<file path="config.mk">
export PLATFORM = sky130hd
export DESIGN_NAME = amp_ctl_i2c
export DESIGN_NICKNAME = d
export VERILOG_FILES = /design/src/rtl/amp_ctl_pkg.sv /design/src/rtl/amp_line_sync.sv /design/src/rtl/amp_bus_engine.sv /design/src/rtl/amp_reg_bank.sv /design/src/rtl/amp_ctl_i2c.sv
export SDC_FILE = /design/constraint.sdc
export NUM_CORES = 1
export LEC_CHECK = 0
export BUFFER_PORTS_ARGS = -buffer_cell sky130_fd_sc_hd__buf_2
export CAP_MARGIN = 20
export CORE_UTILIZATION = 49
export CTS_CLUSTER_SIZE = 30
export DETAILED_ROUTE_END_ITERATION = 8
export HOLD_SLACK_MARGIN = 0.1
export PLACE_DENSITY = 0.83
export SYNTH_ARGS = -nofsm -noshare
export SYNTH_HDL_FRONTEND = slang
export SYNTH_SLANG_ARGS = --single-unit
</file>
<file path="constraint.sdc">
create_clock -name clk -period 1.3 [get_ports clk]
set_input_delay 0.13 -clock clk [delete_from_list [all_inputs] [get_ports clk]]
set_output_delay 0.13 -clock clk [all_outputs]
set_load 0.01 [all_outputs]
</file>
<file path="src/rtl/amp_ctl_pkg.sv">
// Shared definitions for the amplifier control slave.
// Assumes byte-oriented bus framing with one acknowledge clock per byte.
package amp_ctl_pkg;
    localparam int BYTE_W = 8;

    typedef enum logic [2:0] {
        ST_IDLE,
        ST_ADDR,
        ST_ACK,
        ST_DATA,
        ST_SKIP
    } bus_state_t;
endpackage

</file>
<file path="src/rtl/amp_line_sync.sv">
// Brings one bus line into the clk domain through STAGES flops and keeps
// one extra flop of history for edge detection.
// Assumes the idle bus level is high, so reset loads ones.
module amp_line_sync #(
    parameter int STAGES = 2
) (
    input  logic clk,
    input  logic rst_n,
    input  logic line_i,
    output logic level_o,
    output logic prev_o,
    output logic rise_o,
    output logic fall_o
);
    logic [STAGES:0] pipe;

    // Shift the raw line through the synchronizer and history flop.
    always_ff @(posedge clk) begin
        if (!rst_n) pipe <= '1;
        else        pipe <= {pipe[STAGES-1:0], line_i};
    end

    assign level_o = pipe[STAGES-1];
    assign prev_o  = pipe[STAGES];
    assign rise_o  = pipe[STAGES-1] & ~pipe[STAGES];
    assign fall_o  = ~pipe[STAGES-1] & pipe[STAGES];
endmodule

</file>
<file path="src/rtl/amp_bus_engine.sv">
// Protocol engine: detects START/STOP, shifts bits on SCL rising edges,
// matches the device address with a write request, drives acknowledge
// clocks and emits a one-cycle write strobe per completed data byte.
// Assumes synchronized line levels and edges of equal latency.
module amp_bus_engine
    import amp_ctl_pkg::*;
#(
    parameter logic [6:0] DEV_ADDR = 7'h6F
) (
    input  logic              clk,
    input  logic              rst_n,
    input  logic              scl_lvl,
    input  logic              scl_prev,
    input  logic              scl_rise,
    input  logic              scl_fall,
    input  logic              sda_lvl,
    input  logic              sda_prev,
    output logic              wr_en_o,
    output logic [BYTE_W-1:0] wr_byte_o,
    output logic              pull_o
);
    localparam int                CNT_W    = $clog2(BYTE_W);
    localparam logic [CNT_W-1:0]  LAST_BIT = CNT_W'(BYTE_W - 1);
    localparam logic [BYTE_W-1:0] WR_REQ   = {DEV_ADDR, 1'b0};

    bus_state_t        st;
    logic [CNT_W-1:0]  cnt;
    logic [BYTE_W-2:0] sh;
    logic              pull;
    logic              start_det;
    logic              stop_det;
    logic              last_bit;
    logic [BYTE_W-1:0] rx_byte;

    assign start_det = scl_lvl & scl_prev & sda_prev & ~sda_lvl;
    assign stop_det  = scl_lvl & scl_prev & ~sda_prev & sda_lvl;
    assign rx_byte   = {sh, sda_lvl};
    assign last_bit  = scl_rise && (cnt == LAST_BIT);
    assign wr_en_o   = (st == ST_DATA) && last_bit;
    assign wr_byte_o = rx_byte;
    assign pull_o    = pull;

    // Frame tracking, bit counting and acknowledge drive.
    always_ff @(posedge clk) begin
        if (!rst_n) begin
            st   <= ST_IDLE;
            cnt  <= '0;
            sh   <= '0;
            pull <= 1'b0;
        end else if (start_det) begin
            st   <= ST_ADDR;
            cnt  <= '0;
            pull <= 1'b0;
        end else if (stop_det) begin
            st   <= ST_IDLE;
            pull <= 1'b0;
        end else begin
            case (st)
                ST_ADDR, ST_DATA: begin
                    if (scl_rise) begin
                        sh  <= rx_byte[BYTE_W-2:0];
                        cnt <= last_bit ? '0 : cnt + 1'b1;
                        if (last_bit) begin
                            if (st == ST_DATA || rx_byte == WR_REQ) st <= ST_ACK;
                            else                                    st <= ST_SKIP;
                        end
                    end
                end
                ST_ACK: begin
                    if (scl_fall) begin
                        pull <= ~pull;
                        if (pull) st <= ST_DATA;
                    end
                end
                default: st <= st;
            endcase
        end
    end
endmodule

</file>
<file path="src/rtl/amp_reg_bank.sv">
// Mode and volume registers written by data bytes whose top bit selects
// the target; produces the mute-aware effective gain code.
// Assumes one write strobe per accepted byte.
module amp_reg_bank
    import amp_ctl_pkg::*;
#(
    parameter int VOL_W = 6
) (
    input  logic              clk,
    input  logic              rst_n,
    input  logic              wr_en,
    input  logic [BYTE_W-1:0] wr_byte,
    output logic [VOL_W-1:0]  vol_o,
    output logic              run_o,
    output logic              mute_o,
    output logic              test_o,
    output logic [VOL_W-1:0]  gain_o
);
    localparam int SEL_BIT  = BYTE_W - 1;
    localparam int RUN_BIT  = 0;
    localparam int MUTE_BIT = 1;
    localparam int TEST_BIT = 4;

    // Register update on each accepted byte.
    always_ff @(posedge clk) begin
        if (!rst_n) begin
            vol_o  <= '0;
            run_o  <= 1'b0;
            mute_o <= 1'b0;
            test_o <= 1'b0;
        end else if (wr_en) begin
            if (wr_byte[SEL_BIT]) begin
                vol_o <= wr_byte[VOL_W-1:0];
            end else begin
                run_o  <= wr_byte[RUN_BIT];
                mute_o <= wr_byte[MUTE_BIT];
                test_o <= wr_byte[TEST_BIT];
            end
        end
    end

    // Mute overrides the output gain without touching the stored volume.
    always_comb begin
        gain_o = mute_o ? '0 : vol_o;
    end
endmodule

</file>
<file path="src/rtl/amp_ctl_i2c.sv">
// Top level of the write-only amplifier control slave: two line
// synchronizers, the protocol engine and the register bank.
// Assumes SCL runs well below clk / (2 * (SYNC_STAGES + 2)).
module amp_ctl_i2c #(
    parameter logic [6:0] DEV_ADDR    = 7'h6F,
    parameter int         SYNC_STAGES = 2,
    parameter int         VOL_W       = 6
) (
    input  logic             clk,
    input  logic             rst_n,
    input  logic             scl_i,
    input  logic             sda_i,
    output logic             sda_pull_o,
    output logic [VOL_W-1:0] vol_code_o,
    output logic             run_o,
    output logic             mute_o,
    output logic             test_o,
    output logic [VOL_W-1:0] gain_code_o
);
    logic       scl_s, scl_p, scl_rise, scl_fall;
    logic       sda_s, sda_p, sda_rise, sda_fall;
    logic       wr_en;
    logic [7:0] wr_byte;

    amp_line_sync #(.STAGES(SYNC_STAGES)) u_scl_sync (
        .clk(clk), .rst_n(rst_n), .line_i(scl_i),
        .level_o(scl_s), .prev_o(scl_p), .rise_o(scl_rise), .fall_o(scl_fall)
    );

    amp_line_sync #(.STAGES(SYNC_STAGES)) u_sda_sync (
        .clk(clk), .rst_n(rst_n), .line_i(sda_i),
        .level_o(sda_s), .prev_o(sda_p), .rise_o(sda_rise), .fall_o(sda_fall)
    );

    amp_bus_engine #(.DEV_ADDR(DEV_ADDR)) u_engine (
        .clk(clk), .rst_n(rst_n),
        .scl_lvl(scl_s), .scl_prev(scl_p), .scl_rise(scl_rise), .scl_fall(scl_fall),
        .sda_lvl(sda_s), .sda_prev(sda_p),
        .wr_en_o(wr_en), .wr_byte_o(wr_byte), .pull_o(sda_pull_o)
    );

    amp_reg_bank #(.VOL_W(VOL_W)) u_regs (
        .clk(clk), .rst_n(rst_n), .wr_en(wr_en), .wr_byte(wr_byte),
        .vol_o(vol_code_o), .run_o(run_o), .mute_o(mute_o), .test_o(test_o),
        .gain_o(gain_code_o)
    );

    logic unused_edges;
    assign unused_edges = sda_rise ^ sda_fall;
endmodule

</file>
==> results.md <==
- Root Buffer Master: clkbuf_4
- Netlist Area Pre-Place: 1250 sq um
- Clock transition at the registers of the reported paths: 90 ps
- Post-Syn Instances: approximately 140
- Adder-cell share of the synthesized area: 2.01%
- CP required: 1520 ps
- Synth unique cells: 36
- Min-Delay Path Class: flop to flop
- Largest family of logic cells by synthesized area: simple AND/OR/NAND/NOR gates
- Die Y: ~52 um
- Routed wire length: 2850 um
- Layout Cells excl Fill: 203
- Final Skew: 3.86 ps
- Die ar.: 2750 sq um
- I/O Pins: 20
- # diodes: 0
- Mux contribution to synthesized area: 4.81%
- WP data arrival: around 1500 ps
- Synth warnings: 0
- Cell Chain, Critical Path: ha_4 > ha_4 > and4b_2 > nand3_4 > mux2i_1
- Critical Setup Path Class: flop to flop
- First-pass GRT wire length: around 4800 um
- Chip width: 52.5 um
- CTS Sinks: 29
- Wire per inst: 14.0 um
- Fin worst setup slack: 0.338 ps
- Fin. Hold Viols: 0
- CORE AREA: 2300 sq um
- Critical path's top delay family: simple AND/OR/NAND/NOR gates
- Initial antenna violation count: 0
- Sequential fraction of the synthesis area: between 40% and 50%
- CP bufs+invs: 0
- Final setup fails: 0
- Worst IR Drop VDD: 0.00103 V
- Pin count of the biggest net entering global routing: 12
- Clock Path Buffers: 2
- CP Launch Type: flop
- Cell mode on critical path: ha_4
- Max-cap viol count: 0
- Critical path peak fanout: 6
- Worst Tran Pin Value: 324 ps
- Cts bufs inserted: 5
- Syn avg cell area: 9.24 sq um
- Crit path capture type: flop
- Drt first pass iters: 4
- Pleak: 0.673 nW
- Slew HR: about four fifths
- RSZ-0062 raised after global routing: true
- Post-DP HPWL: 1890 um
- Pwr dens: 983 nW/um^2
- Fillcell total: 167
- Post-Syn Nets: 141
- #FFs+latches synth: 29
- Initial DRC Count: 35
- Vias in the first global route: 1086
- Dpl ws: -94.4 ps
- Xor/xnor share of the synthesized area: 0.702%
- Area Growth Syn to Fin: 30.9%
- Post-synthesis compound-gate area fraction: 12.3%
- Final layout net count: 180
- Latest clock arrival within the worst-skew pair: 320 ps
- Num rows: 17
- Drt via density: 5.52
- Highest Clock Rate: a little under 800 MHz
- Total power: around 1.6 mW
- Vias: roughly 1100
- Slowest CP cell: dfxtp_2
- DRC Markers: 0
- Share of the synthesized area in the top cell type: 46.5%
- Crit share post-route: 100%
- Status: completed
- Dpl cells: 189
- CP max stage delay: 360 ps
- Fin crit period: 1300 ps
- CTS tree: yes
- Max Slew Vio Count: 0
- Final RePlAce weighted congestion: 0.867
- Yosys top cell by area: dfxtp_1
- Overflow after GRT: 0
- H-tree levels: 2
- Ratio of cells with drive above 1 in the final layout: about a third
- Post-detailed-route count of antenna-violating nets: 0
- # port buffers: 19
- All-Layer GR Usage: 24.7%
- Initial Util: 54.3%
- Simple-gate share of the synthesized area: between 30% and 40%
- Ranking of synthesized cells by area: dfxtp_1 (47%), nand2_1 (9.3%), a21oi_1 (5.6%), mux2i_1 (4.8%), nor2b_1 (3.5%)
[final cells by class]
| class | instances | area, sq um | area share, % |
|---|---|---|---|
| Multi-Input combinational cell | 98 | 678 | 41.5 |
| Sequential cell | 29 | 589 | 36.1 |
| Timing Repair Buffer | 38 | 253 | 15.5 |
| Clock buffer | 7 | 65.1 | 3.98 |
| Tap cell | 28 | 35.0 | 2.15 |
| Inverter | 2 | 7.51 | 0.460 |
| Clock inverter | 1 | 5.00 | 0.307 |
[state kept, by name (all words and copies together) (netlist names)]
signal,cells
u_regs.test_o,1
u_engine.st,3
u_regs.mute_o,1
u_regs.vol_o,6
u_engine.cnt,3
u_regs.run_o,1
u_sda_sync.pipe,3
u_scl_sync.pipe,3
u_engine.pull_o,1
u_engine.sh,7
[per-layer routing]
layer	part of all wire (%)	global-route usage (%)	vias up	routed length [um]
li1	-	-	547	-
met1	40	27.3	542	1140
met2	54	42.4	26	1530
met3	4.6	8.99	6	131
met4	1.6	10.1	0	47
met5	0	0	-	0
[layout by cell type (no fill, tap or decap), types with 2 or more instances in the layout]
cell type and count:
a21oi_1 14, nor2b_1 7, buf_2 18, dlygate4sd3_1 5, nand2_1 30, nand3b_1 2
o21ai_0 2, nand2b_1 6, nand4_1 3, dfxtp_1 22, o21ai_1 3, clkbuf_8 2
ha_4 2, nand4b_1 2, clkbuf_4 6, buf_4 14, dfxtp_2 7, mux2i_1 6
[Yosys cell counts (all sizes together)]
cell type,n
nand2,31
dfxtp,29
a21oi,14
nor2b,7
mux2i,6
nand2b,6
o21ai,5
buf,4
nand4,3
clkbuf,2
ha,2
nand3,2
nand3b,2
nand4b,2
a2111oi,1
a41oi,1
and3b,1
and4,1
and4b,1
and4bb,1
clkinv,1
inv,1
nand4bb,1
nor2,1
nor3,1
nor4bb,1
o21ba,1
o221ai,1
o2bb2ai,1
o31ai,1
or2,1
or3,1
or4,1
xnor2,1
[kinds of logic after synthesis]
kind of cell	after synthesis
flip-flops	29
AND/OR/NAND/NOR	64
XOR/XNOR	1
multiplexers	6
AO/OA/AOI/OAI	25
adder cells (fa/ha/maj)	2
buffers and inverters	8
[worst register-to-register path, stage by stage, from the launching register on]
cell,delay [ps]
dfxtp_2,360
ha_4,140
ha_4,150
and4b_2,300
nand3_4,110
mux2i_1,130
[per-stage QoR]
stage          util, %  TNS [ps]  instance area, sq um  hold slack, ps
2_1_floorplan        -         0                  1250             231
3_3_place_gp      63.0      -111                  1450             311
3_5_place_dp      63.0      -520                  1450             320
4_1_cts           70.4     -2.25                  1620             417
5_1_grt           71.1      -244                  1630             445
6_report          71.1         0                  1630             416
[power breakdown]
part	internal, mW	switching (mW)
Clock	0.313	0.308
Combinational	0.0381	0.0377
Sequential	0.898	0.0107
[worst paths after layout]
kind / start / to / slack [ps] / cells past startpoint
max: u_engine.cnt[0] / u_regs.vol_o[1] / 0.3 / 5
min: u_sda_sync.pipe[0] / u_sda_sync.pipe[1] / 420 / 1
max reg2reg: u_engine.cnt[0] / u_regs.vol_o[1] / 0.3 / 5
min reg2reg: u_sda_sync.pipe[0] / u_sda_sync.pipe[1] / 420 / 1
[what timing repair did]
item                                    4_1_cts  5_1_grt
hold endpoints to repair                      6        0
hold buffers                                  5        0
setup buffers                                 1        0
resized for setup                             9       10
endpoints found under the setup margin       12       21
pin swaps                                     5        8
No activity file was read; power rests on OpenSTA's default activity.
